**config.mk**
```make
export PLATFORM = sky130hd
export DESIGN_NAME = sbus_addr_match
export DESIGN_NICKNAME = d
export VERILOG_FILES = /design/src/rtl/sam_pkg.sv /design/src/rtl/sam_shifter.sv /design/src/rtl/sam_compare.sv /design/src/rtl/sam_irq.sv /design/src/rtl/sbus_addr_match.sv
export SDC_FILE = /design/constraint.sdc
export NUM_CORES = 1
export LEC_CHECK = 0
export ABC_AREA = 1
export CAP_MARGIN = 10
export CORE_MARGIN = 5
export CORE_UTILIZATION = 44
export CTS_BUF_LIST = sky130_fd_sc_hd__clkbuf_4 sky130_fd_sc_hd__clkbuf_8 sky130_fd_sc_hd__clkbuf_16
export CTS_CLUSTER_DIAMETER = 30
export DETAILED_ROUTE_END_ITERATION = 10
export PLACE_DENSITY = 0.79
export SLEW_MARGIN = 20
export SYNTH_ARGS = -nofsm -noshare
export SYNTH_HDL_FRONTEND = slang
export SYNTH_HIERARCHICAL = 1
export SYNTH_SLANG_ARGS = --single-unit
```
**constraint.sdc**
```tcl
create_clock -name clk -period 1.6 [get_ports clk]
set_clock_uncertainty 0.1 [all_clocks]
set_input_delay 0.32 -clock clk [delete_from_list [all_inputs] [get_ports clk]]
set_output_delay 0.32 -clock clk [all_outputs]
set_load 0.05 [all_outputs]
```
**src/rtl/sam_pkg.sv**
```systemverilog
package sam_pkg;
  localparam int CTL_W    = 8;
  localparam int CTL_RUN  = 7;
  localparam int CTL_COI  = 6;
  localparam int CTL_WAKE = 5;

  typedef struct packed {
    logic run;
    logic wake;
  } sam_mode_t;
endpackage

```
**src/rtl/sam_shifter.sv**
```systemverilog
module sam_shifter #(
  parameter int DW = 8
) (
  input  logic          clk,
  input  logic          rst_n,
  input  logic          run,
  input  logic          bit_valid,
  input  logic          bit_data,
  input  logic          bit_addr,
  input  logic          sw_wr,
  input  logic [DW-1:0] sw_data,
  output logic          bit_ready,
  output logic [DW-1:0] shreg,
  output logic          start,
  output logic          done,
  output logic          done_addr
);
  localparam int CW = (DW > 1) ? $clog2(DW) : 1;
  localparam logic [CW-1:0] LAST = CW'(DW - 1);

  logic [CW-1:0] cnt;
  logic          take;
  logic          last;

  assign bit_ready = run;
  assign take      = bit_valid & run;
  assign last      = (cnt == LAST);
  assign start     = take & (cnt == '0);

  always_ff @(posedge clk) begin
    if (!rst_n) begin
      shreg     <= '0;
      cnt       <= '0;
      done      <= 1'b0;
      done_addr <= 1'b0;
    end else begin
      done      <= take & last;
      done_addr <= take & last & bit_addr;
      if (!run) begin
        cnt <= '0;
        if (sw_wr) shreg <= sw_data;
      end else if (take) begin
        shreg <= {shreg[DW-2:0], bit_data};
        cnt   <= last ? '0 : cnt + CW'(1);
      end
    end
  end

  assert_halt_hold_R2: assert property (@(posedge clk) disable iff (!rst_n)
    (!run && !sw_wr) |=> (shreg == $past(shreg)));
  assert_done_needs_run_R2: assert property (@(posedge clk) disable iff (!rst_n)
    done |-> $past(run));
  assert_addr_is_done_R11: assert property (@(posedge clk) disable iff (!rst_n)
    done_addr |-> done);
endmodule

```
**src/rtl/sam_compare.sv**
```systemverilog
module sam_compare #(
  parameter int DW = 8
) (
  input  logic          clk,
  input  logic          rst_n,
  input  logic          run,
  input  logic          done,
  input  logic          done_addr,
  input  logic          start,
  input  logic          ctl_wr,
  input  logic [DW-1:0] shreg,
  input  logic [DW-1:0] sva,
  input  logic          bus_rel,
  input  logic          reld_clr,
  output logic          hit,
  output logic          coi,
  output logic          reld
);
  logic miss;

  assign hit  = done_addr & (shreg == sva);
  assign miss = done_addr & (shreg != sva);

  always_ff @(posedge clk) begin
    if (!rst_n) begin
      coi  <= 1'b0;
      reld <= 1'b0;
    end else begin
      if (hit)                 coi <= 1'b1;
      else if (ctl_wr || start) coi <= 1'b0;
      if (miss || reld_clr)    reld <= 1'b0;
      else if (bus_rel && run) reld <= 1'b1;
    end
  end

  assert_hit_sets_coi_R4: assert property (@(posedge clk) disable iff (!rst_n)
    hit |=> coi);
  assert_miss_clears_reld_R5: assert property (@(posedge clk) disable iff (!rst_n)
    (done_addr && !hit) |=> !reld);
  assert_data_keeps_coi_R11: assert property (@(posedge clk) disable iff (!rst_n)
    (done && !done_addr && !start && !ctl_wr) |=> (coi == $past(coi)));
  assert_clear_wins_R6: assert property (@(posedge clk) disable iff (!rst_n)
    reld_clr |=> !reld);
endmodule

```
**src/rtl/sam_irq.sv**
```systemverilog
module sam_irq (
  input  logic clk,
  input  logic rst_n,
  input  logic done,
  input  logic hit,
  input  logic wake,
  input  logic irq_clr,
  output logic irq_pulse,
  output logic irq_flag
);
  logic fire;

  assign fire = done & (wake ? hit : 1'b1);

  always_ff @(posedge clk) begin
    if (!rst_n) begin
      irq_pulse <= 1'b0;
      irq_flag  <= 1'b0;
    end else begin
      irq_pulse <= fire;
      if (fire)         irq_flag <= 1'b1;
      else if (irq_clr) irq_flag <= 1'b0;
    end
  end

  assert_pulse_single_R9: assert property (@(posedge clk) disable iff (!rst_n)
    irq_pulse |=> !irq_pulse);
  assert_flag_follows_R9: assert property (@(posedge clk) disable iff (!rst_n)
    irq_pulse |-> irq_flag);
  assert_wake_gate_R7: assert property (@(posedge clk) disable iff (!rst_n)
    (done && wake && !hit) |=> !irq_pulse);
  assert_every_byte_R8: assert property (@(posedge clk) disable iff (!rst_n)
    (done && !wake) |=> irq_pulse);
endmodule

```
**src/rtl/sbus_addr_match.sv**
```systemverilog
module sbus_addr_match
  import sam_pkg::*;
#(
  parameter int DW = 8
) (
  input  logic             clk,
  input  logic             rst_n,
  input  logic             ctl_wr,
  input  logic [CTL_W-1:0] ctl_wdata,
  output logic [CTL_W-1:0] ctl_q,
  input  logic             sva_wr,
  input  logic [DW-1:0]    sva_wdata,
  input  logic             shreg_wr,
  input  logic [DW-1:0]    shreg_wdata,
  output logic [DW-1:0]    shreg_q,
  input  logic             bit_valid,
  output logic             bit_ready,
  input  logic             bit_data,
  input  logic             bit_addr,
  input  logic             bus_rel,
  input  logic             reld_clr,
  output logic             reld,
  input  logic             irq_clr,
  output logic             irq_pulse,
  output logic             irq_flag
);
  sam_mode_t     mode;
  logic [DW-1:0] sva;
  logic          start, done, done_addr, hit, coi;
  logic          unused_wbits;

  assign unused_wbits = ^{ctl_wdata[CTL_COI], ctl_wdata[CTL_WAKE-1:0]};

  always_ff @(posedge clk) begin
    if (!rst_n) begin
      mode <= '0;
      sva  <= '0;
    end else begin
      if (ctl_wr) begin
        mode.run  <= ctl_wdata[CTL_RUN];
        mode.wake <= ctl_wdata[CTL_WAKE];
      end
      if (sva_wr) sva <= sva_wdata;
    end
  end

  always_comb begin
    ctl_q           = '0;
    ctl_q[CTL_RUN]  = mode.run;
    ctl_q[CTL_COI]  = coi;
    ctl_q[CTL_WAKE] = mode.wake;
  end

  sam_shifter #(.DW(DW)) u_shift (
    .clk(clk), .rst_n(rst_n), .run(mode.run),
    .bit_valid(bit_valid), .bit_data(bit_data), .bit_addr(bit_addr),
    .sw_wr(shreg_wr), .sw_data(shreg_wdata),
    .bit_ready(bit_ready), .shreg(shreg_q),
    .start(start), .done(done), .done_addr(done_addr)
  );

  sam_compare #(.DW(DW)) u_cmp (
    .clk(clk), .rst_n(rst_n), .run(mode.run),
    .done(done), .done_addr(done_addr), .start(start), .ctl_wr(ctl_wr),
    .shreg(shreg_q), .sva(sva), .bus_rel(bus_rel), .reld_clr(reld_clr),
    .hit(hit), .coi(coi), .reld(reld)
  );

  sam_irq u_irq (
    .clk(clk), .rst_n(rst_n), .done(done), .hit(hit), .wake(mode.wake),
    .irq_clr(irq_clr), .irq_pulse(irq_pulse), .irq_flag(irq_flag)
  );

  assert_ready_halt_R2: assert property (@(posedge clk) disable iff (!rst_n)
    (ctl_wr && !ctl_wdata[CTL_RUN]) |=> !bit_ready);
  assert_ctl_wr_clears_coi_R10: assert property (@(posedge clk) disable iff (!rst_n)
    (ctl_wr && !hit) |=> !ctl_q[CTL_COI]);
endmodule

```
==> impl_metrics.json, run 1 <==
{
  "status": "finished, final reports clean",
  "cts_tree": "yes",
  "met1_usage_pct": 18.42,
  "hold_buffers": 0,
  "io_buffers": 43,
  "overflow": 0,
  "clk_pin_slew_worst_paths_ns": 0.13,
  "die_area_mm2": 0.004717,
  "synth_fa_ha_area_share_pct": 2.477,
  "period_needed_ns": 1.495,
  "clockPowerShare_pct": 18.9,
  "finalHoldViolations": 0,
  "grt_pass1_vias": 1235,
  "diodes": 0,
  "yosys_warnings": 6,
  "cellLeakagePower_uw": 0.001091,
  "clock-root-buffer": "clkbuf_4",
  "htreeDepth": 1,
  "cts.sinks": 27,
  "design_area_mm2": 0.002157,
  "dr.pass1.iters": 4,
  "yosysSeqAreaShare_pct": 35.67,
  "grt_max_degree": 17,
  "antenna_found_initial": 0,
  "worstPathRequired_ns": 1.18,
  "drc_errors": 0,
  "ctsResizeCount": 1,
  "finalNonFillerCells": 329,
  "core_area_mm2": 0.003337,
  "combPwrFrac_pct": 33.0,
  "layout_common_cells": "77 x nand2_1, 44 x nor2_1, 38 x inv_1, 28 x clkdlybuf4s50_1, 26 x dfxtp_1",
  "drv_slew": 0,
  "seq_power_share_pct": 48.0,
  "placed_cells": 325,
  "postPlaceCellArea_mm2": 0.002126,
  "grt_usage_pct": 14.82,
  "area_delta_synth_final_pct": 42.36,
  "crit_path_max_fanout": 6,
  "synth_area_leaders": "dfxtp_1 36%, nand2_1 19%, nor2_1 11%",
  "clockBufferDepth": 2,
  "synth_cell_types": 23,
  "clk_latency_ns": 0.31,
  "p_per_area_mw_per_mm2": 736.8,
  "rsz0062_at_grt": "no",
  "layout_setup_ws_ns": 0.1048,
  "intPower_uw": 1077,
  "syn_inst": 235,
  "drtIter0Drc": 70,
  "fin_worst_hold_slack_ns": 0.3650,
  "cts_buffers": 3,
  "dp_hpwl_um": 2564,
  "yosys.area_share.simple_pct": 39.64,
  "syn-mean-instance-area_um2": 6.448,
  "top_usage_layer": "met2",
  "routabilityCongestion": 0.7872,
  "row_count": 21,
  "viasPerCell": 4.152,
  "fillers": 315,
  "drive_above_1_share_pct": 14.84,
  "layout.nets": 322,
  "finalSetupViolCount": 0,
  "final_common_cell": "nand2_1",
  "synth_top_family_by_area": "simple AND/OR/NAND/NOR gates",
  "worstHoldPathType": "flop to flop",
  "die_h_um": 68.68,
  "end_kind": "output port",
  "fin_util_pct": 64.64,
  "cp.arrival_ns": 1.08,
  "grt_first_pass_wirelength_um": 5319,
  "post-place-ws_ns": -0.07024,
  "switching_power_uw": 512.6,
  "yosysTopAreaCellShare_pct": 35.67,
  "antenna_left": 0,
  "grt_util_met2_pct": 25.74,
  "cap_violations": 0,
  "synth_xor_area_share_pct": 2.312,
  "synth_area_mm2": 0.001515,
  "synth-seq-cells": 27,
  "crit_path_start_kind": "flop",
  "synth_compound_area_share_pct": 2.230,
  "fmaxAchievable_mhz": 668.8,
  "die_w_um": 68.68,
  "postCtsSetupBuffers": 0,
  "period_share_pct": 93.45,
  "crit_type": "flop to output port",
  "swShare_pct": 32.25,
  "yosysTopAreaCell": "dfxtp_1",
  "vias": 1366,
  "ios": 55,
  "drt-total-wl_um": 3168,
  "muxShareOfSynthArea_pct": 0,
  "wl_per_cell_um": 9.629,
  "initial_core_util_pct": 45.41,
  "peakVddDrop_uv": 412.7,
  "use_met3_pct": 1.783
}
## cell type report
type | count | area [um2] | area share [%]
multi-input cells | 160 | 725.7 | 33.64
flip-flops and latches | 27 | 541.8 | 25.12
clock buffers | 4 | 30.03 | 1.392
inverters | 39 | 146.4 | 6.787
repair buffers | 53 | 655.6 | 30.39
well taps | 46 | 57.56 | 2.668
## cells in the mapped netlist, drive strengths merged
library cell,instances
ha,3
conb,1
buf,13
o21ai,3
xnor2,4
or3b,1
inv,39
nor2,50
nand3,10
a21oi,3
nand2,80
dfxtp,27
nor3b,1
## power by group through the flow
stage / logic (uW) / registers [uW] / clock network (uW)
after floorplan: 242 / 843 / 0
after global placement: 520 / 777 / 0
after detailed placement: 527 / 778 / 0
after CTS: 529 / 764 / 317
after global routing: 572 / 772 / 338
final: 525 / 763 / 301
## logic make-up (layout without fill, tap and decap cells)
group                      after synthesis  count (layout)
AOI/OAI and AO/OA                        6               6
xor gates and xnor gates                 4               4
adders and majority gates                3               3
buffers and inverters                   52              96
DFF                                     27              27
other                                    1               5
and+or+nand+nor                        142             142
## critical path, stage by stage, from the launching register on
cell,delay (ns)
dfxtp_2,0.42
buf_4,0.20
buf_12,0.15
## sequential cells by signal, summed over array words and instances, names as in the netlist
| signal | flops |
|---|---|
| u_irq/irq_pulse | 1 |
| u_shift/done | 1 |
| ctl_q | 2 |
| u_shift/shreg | 8 |
| u_irq/irq_flag | 1 |
| u_shift/cnt | 3 |
| u_cmp/reld | 1 |
| u_cmp/coi | 1 |
| u_shift/done_addr | 1 |
| sva | 8 |
## through the flow
stage	power (uW)	TNS (ns)
detailed placement	1305	-0.07024
floorplan	1084	0
global route	1682	0
finish	1589	0
global placement	1297	-0.04240
CTS	1610	0
## path summary, 6_finish.rpt
path | cells past startpoint | end | startpoint | slack (ns)
max | 2 | ctl_q[7] | ctl_q[7] | 0.10
max reg2reg | 6 | u_cmp/coi | u_shift/cnt[0] | 0.17
min | 1 | u_cmp/reld | u_shift/done_addr | 0.36
min reg2reg | 1 | u_cmp/reld | u_shift/done_addr | 0.36
## layer usage
layer | part of all wire [%] | routed length, um
met5 | 0 | 0
met3 | 5.7 | 182
met1 | 47 | 1492
met2 | 46 | 1459
met4 | 1.1 | 34
Power figures use the tool's default switching activity.
==> run 2, diff against run 1 <==
--- a/config.mk
+++ b/config.mk
@@ -7,12 +7,14 @@
 export LEC_CHECK = 0
 export ABC_AREA = 1
 export CAP_MARGIN = 10
+export CELL_PAD_IN_SITES_DETAIL_PLACEMENT = 1
+export CELL_PAD_IN_SITES_GLOBAL_PLACEMENT = 1
 export CORE_MARGIN = 5
-export CORE_UTILIZATION = 44
+export CORE_UTILIZATION = 30
 export CTS_BUF_LIST = sky130_fd_sc_hd__clkbuf_4 sky130_fd_sc_hd__clkbuf_8 sky130_fd_sc_hd__clkbuf_16
 export CTS_CLUSTER_DIAMETER = 30
 export DETAILED_ROUTE_END_ITERATION = 10
-export PLACE_DENSITY = 0.79
+export PLACE_DENSITY_LB_ADDON = 0.1
 export SLEW_MARGIN = 20
 export SYNTH_ARGS = -nofsm -noshare
 export SYNTH_HDL_FRONTEND = slang
==> impl_metrics.json, run 2 (synthesis gave the netlist of run 1 again) <==
{
  "status": "finished, final reports clean",
  "overflow": 0,
  "grt_first_pass_wirelength_um": 6499,
  "crit_path_max_fanout": 6,
  "fillers": 636,
  "placed_cells": 348,
  "dp_hpwl_um": 2955,
  "area_delta_synth_final_pct": 47.81,
  "clk_latency_ns": 0.27,
  "drtIter0Drc": 32,
  "clockBufferDepth": 2,
  "drt-total-wl_um": 3812,
  "initial_core_util_pct": 31.45,
  "grt_usage_pct": 12.56,
  "fmaxAchievable_mhz": 703.3,
  "cts.sinks": 27,
  "die_area_mm2": 0.006572,
  "finalSetupViolCount": 0,
  "clk_pin_slew_worst_paths_ns": 0.09,
  "core_area_mm2": 0.004817,
  "peakVddDrop_uv": 296.3,
  "routabilityCongestion": 0.7304,
  "viasPerCell": 4.057,
  "wl_per_cell_um": 10.83,
  "fin_tns_setup_ns": 0,
  "die_w_um": 81.07,
  "worstHoldPathType": "flop to flop",
  "period_share_pct": 88.87,
  "fin_worst_hold_slack_ns": 0.3580,
  "intPower_uw": 1151,
  "die_h_um": 81.07,
  "htreeDepth": 1,
  "ios": 55,
  "grt_max_degree": 25,
  "crit_path_start_kind": "flop",
  "antenna_left": 0,
  "post-place-ws_ns": -0.07285,
  "swShare_pct": 32.27,
  "io_buffers": 43,
  "cts_buffers": 3,
  "layout_setup_ws_ns": 0.1781,
  "seq_power_share_pct": 44.6,
  "ff_latch_area_um2": 541.8,
  "cellLeakagePower_uw": 0.001118,
  "crit_type": "flop to output port",
  "end_kind": "output port",
  "cpLargestDelayFamily": "flip-flops",
  "cp_cell_sequence": "buf_4, buf_12",
  "cap_violations": 0,
  "combPwrFrac_pct": 32.8,
  "path_buf_inv": 2,
  "p_per_area_mw_per_mm2": 758.5,
  "postCtsSetupBuffers": 0,
  "final_common_cell": "nand2_1",
  "antenna_found_initial": 0,
  "vias": 1428,
  "finalNonFillerCells": 352,
  "grt_pass1_vias": 1383,
  "cts_tree": "yes",
  "drv_slew": 0,
  "period_needed_ns": 1.422,
  "diodes": 0,
  "dr.pass1.iters": 4,
  "multi_input_area_um2": 725.7,
  "critPathMaxStageDelay_ns": 0.44,
  "drc_errors": 0,
  "clockPowerShare_pct": 22.6,
  "layout.nets": 324,
  "row_count": 25,
  "cp.arrival_ns": 1.00,
  "fin_util_pct": 46.49,
  "slowest_stage": "dfxtp_2",
  "worstPathRequired_ns": 1.18,
  "clock-root-buffer": "clkbuf_8",
  "largest_registers": "sva x8, u_shift/shreg x8, u_shift/cnt x3",
  "layout_common_cells": "77 x nand2_1, 44 x nor2_1, 38 x inv_1, 28 x clkdlybuf4s50_1, 26 x dfxtp_1",
  "drive_above_1_share_pct": 15.44,
  "rsz0062_at_grt": "no",
  "finalHoldViolations": 0,
  "switching_power_uw": 548.2
}
-- run 2: final timing paths --
check / startpoint / slack (ns) / cells past startpoint / end
max reg2reg: u_shift/cnt[0] / 0.19 / 6 / u_cmp/coi
min: u_shift/done_addr / 0.36 / 1 / u_cmp/reld
min reg2reg: u_shift/done_addr / 0.36 / 1 / u_cmp/reld
max: ctl_q[7] / 0.18 / 2 / ctl_q[7]
-- run 2: layout make-up --
cell class / count / share of cell area (%)
multi-input combinational: 160 / 32.40
clock inverter: 1 / 0.2235
tap: 67 / 3.743
clock buffer: 3 / 1.844
timing repair buffer: 55 / 31.06
sequential: 27 / 24.19
inverter: 39 / 6.536
-- run 2: timing repair --
item,CTS,global route
gates resized for setup,0,1
setup endpoints to repair,0,1
hold buffers,0,0
endpoints found under the hold margin,0,0
-- run 2: per-layer routing --
metal  vias up  track usage [%]  share of wire, %
li1        768                -                 -
met1       622            17.44                51
met2        34            19.79                43
met3         4            1.663               5.1
met4         0            4.561              0.79
met5         -                0                 0
-- run 2: power groups by stage --
stage	registers (uW)	logic (uW)	clock network, uW
after CTS	759	565	403
after global placement	773	555	0
after global routing	766	611	433
final	758	557	384
after floorplan	843	242	0
after detailed placement	774	563	0
-- run 2: metrics by stage --
| stage | total power [uW] | area (um2) |
|---|---|---|
| final | 1699 | 2240 |
| after detailed placement | 1337 | 2192 |
| after floorplan | 1084 | 1530 |
| after global routing | 1809 | 2240 |
| after CTS | 1727 | 2238 |
| after global placement | 1328 | 2192 |
==> run 3, diff against run 2 <==
--- a/config.mk
+++ b/config.mk
@@ -9,7 +9,6 @@
 export CAP_MARGIN = 10
 export CELL_PAD_IN_SITES_DETAIL_PLACEMENT = 1
 export CELL_PAD_IN_SITES_GLOBAL_PLACEMENT = 1
-export CORE_MARGIN = 5
 export CORE_UTILIZATION = 30
 export CTS_BUF_LIST = sky130_fd_sc_hd__clkbuf_4 sky130_fd_sc_hd__clkbuf_8 sky130_fd_sc_hd__clkbuf_16
 export CTS_CLUSTER_DIAMETER = 30
==> impl_metrics.json, run 3 (synthesis gave the netlist of run 1 again) <==
{
  "status": "finished, final reports clean",
  "cts_buffers": 3,
  "ctsResizeCount": 0,
  "row_count": 25,
  "grt_max_degree": 17,
  "drive_above_1_share_pct": 15.68,
  "cts.sinks": 27,
  "io_buffers": 43,
  "grt_first_pass_wirelength_um": 6106,
  "end_kind": "output port",
  "drv_slew": 0,
  "cts_tree": "yes",
  "cpLargestDelayFamily": "flip-flops",
  "postCtsSetupBuffers": 0,
  "clk_latency_ns": 0.27,
  "initial_core_util_pct": 31.66,
  "worstPathRequired_ns": 1.18,
  "area_delta_synth_final_pct": 47.89,
  "layout.nets": 326,
  "slowest_stage": "dfxtp_1",
  "critPathMaxStageDelay_ns": 0.45,
  "design_area_mm2": 0.002241,
  "post-place-ws_ns": -0.07154,
  "antenna_found_initial": 0,
  "routabilityCongestion": 0.7263,
  "rsz0062_at_grt": "no",
  "clockBufferDepth": 2,
  "dp_hpwl_um": 2883,
  "diodes": 0,
  "crit_type": "flop to output port",
  "die_area_mm2": 0.005339,
  "die_h_um": 73.07,
  "fin_total_pwr_uw": 1699,
  "cp_cell_sequence": "buf_4, buf_12",
  "finalSetupViolCount": 0,
  "finalNonFillerCells": 354,
  "clock-root-buffer": "clkbuf_8",
  "period_share_pct": 93.55,
  "worstHoldPathType": "flop to flop",
  "fmaxAchievable_mhz": 668.1,
  "crit_path_max_fanout": 5,
  "finalHoldViolations": 0,
  "hold_buffers": 0,
  "die_w_um": 73.07,
  "final_common_cell": "nand2_1",
  "cp.arrival_ns": 1.08,
  "cellLeakagePower_uw": 0.001123,
  "drt-total-wl_um": 3596,
  "drc_errors": 0,
  "postPlaceCellArea_mm2": 0.002195,
  "ios": 55,
  "grt_usage_pct": 15.09,
  "peakVddDrop_uv": 339.3,
  "dr.pass1.iters": 2,
  "wl_per_cell_um": 10.16,
  "core_area_mm2": 0.004786,
  "layout_common_cells": "77 x nand2_1, 44 x nor2_1, 38 x inv_1, 28 x clkdlybuf4s50_1, 27 x dfxtp_1",
  "viasPerCell": 3.949,
  "drtIter0Drc": 30,
  "placed_cells": 350,
  "crit_path_start_kind": "flop",
  "largest_registers": "sva x8, u_shift/shreg x8, u_shift/cnt x3",
  "clk_pin_slew_worst_paths_ns": 0.09,
  "cap_violations": 0,
  "period_needed_ns": 1.497,
  "antenna_left": 0,
  "path_buf_inv": 2,
  "grt_pass1_vias": 1358,
  "vias": 1398,
  "fin_worst_hold_slack_ns": 0.3608,
  "p_per_area_mw_per_mm2": 758.1,
  "layout_setup_ws_ns": 0.1033,
  "overflow": 0,
  "htreeDepth": 1
}
run 3: changes by cell type in the layout (fill, tap and decap cells not counted), sizes merged:
cell / previous run / this run
buf: 27 / 29
run 3: path summary, 6_finish.rpt:
check               startpoint         end  slack, ns  depth (start not counted)
max reg2reg     u_shift/cnt[0]   u_cmp/coi       0.18                          6
min          u_shift/done_addr  u_cmp/reld       0.36                          1
max                   ctl_q[7]   bit_ready       0.10                          2
min reg2reg  u_shift/done_addr  u_cmp/reld       0.36                          1
run 3: layout make-up:
cell class | count | area, um2
fillers | 609 | 2545
multi-input cells | 160 | 725.7
repair buffers | 57 | 698.2
flip-flops and latches | 27 | 540.5
inverters | 39 | 146.4
well taps | 67 | 83.83
clock buffers | 3 | 41.29
clock inverters | 1 | 5.005
run 3: layer usage:
layer	GRT usage, %	part of all wire (%)
met4	5.229	1.3
met3	2.486	4.2
met2	24.59	45
met5	0	0
met1	20.08	50
run 3: stage by stage:
| step | setup TNS, ns | util [%] |
|---|---|---|
| 6_report | 0 | 46.82 |
| 5_1_grt | 0 | 46.82 |
| 4_1_cts | 0 | 46.82 |
| 3_5_place_dp | -0.07154 | 45.86 |
| 3_3_place_gp | -0.03548 | 45.86 |
| 2_1_floorplan | 0 | - |
run 3: where the power goes:
part | internal (uW) | switching (uW)
registers | 712 | 40.7
logic | 266 | 295
clock network | 174 | 211
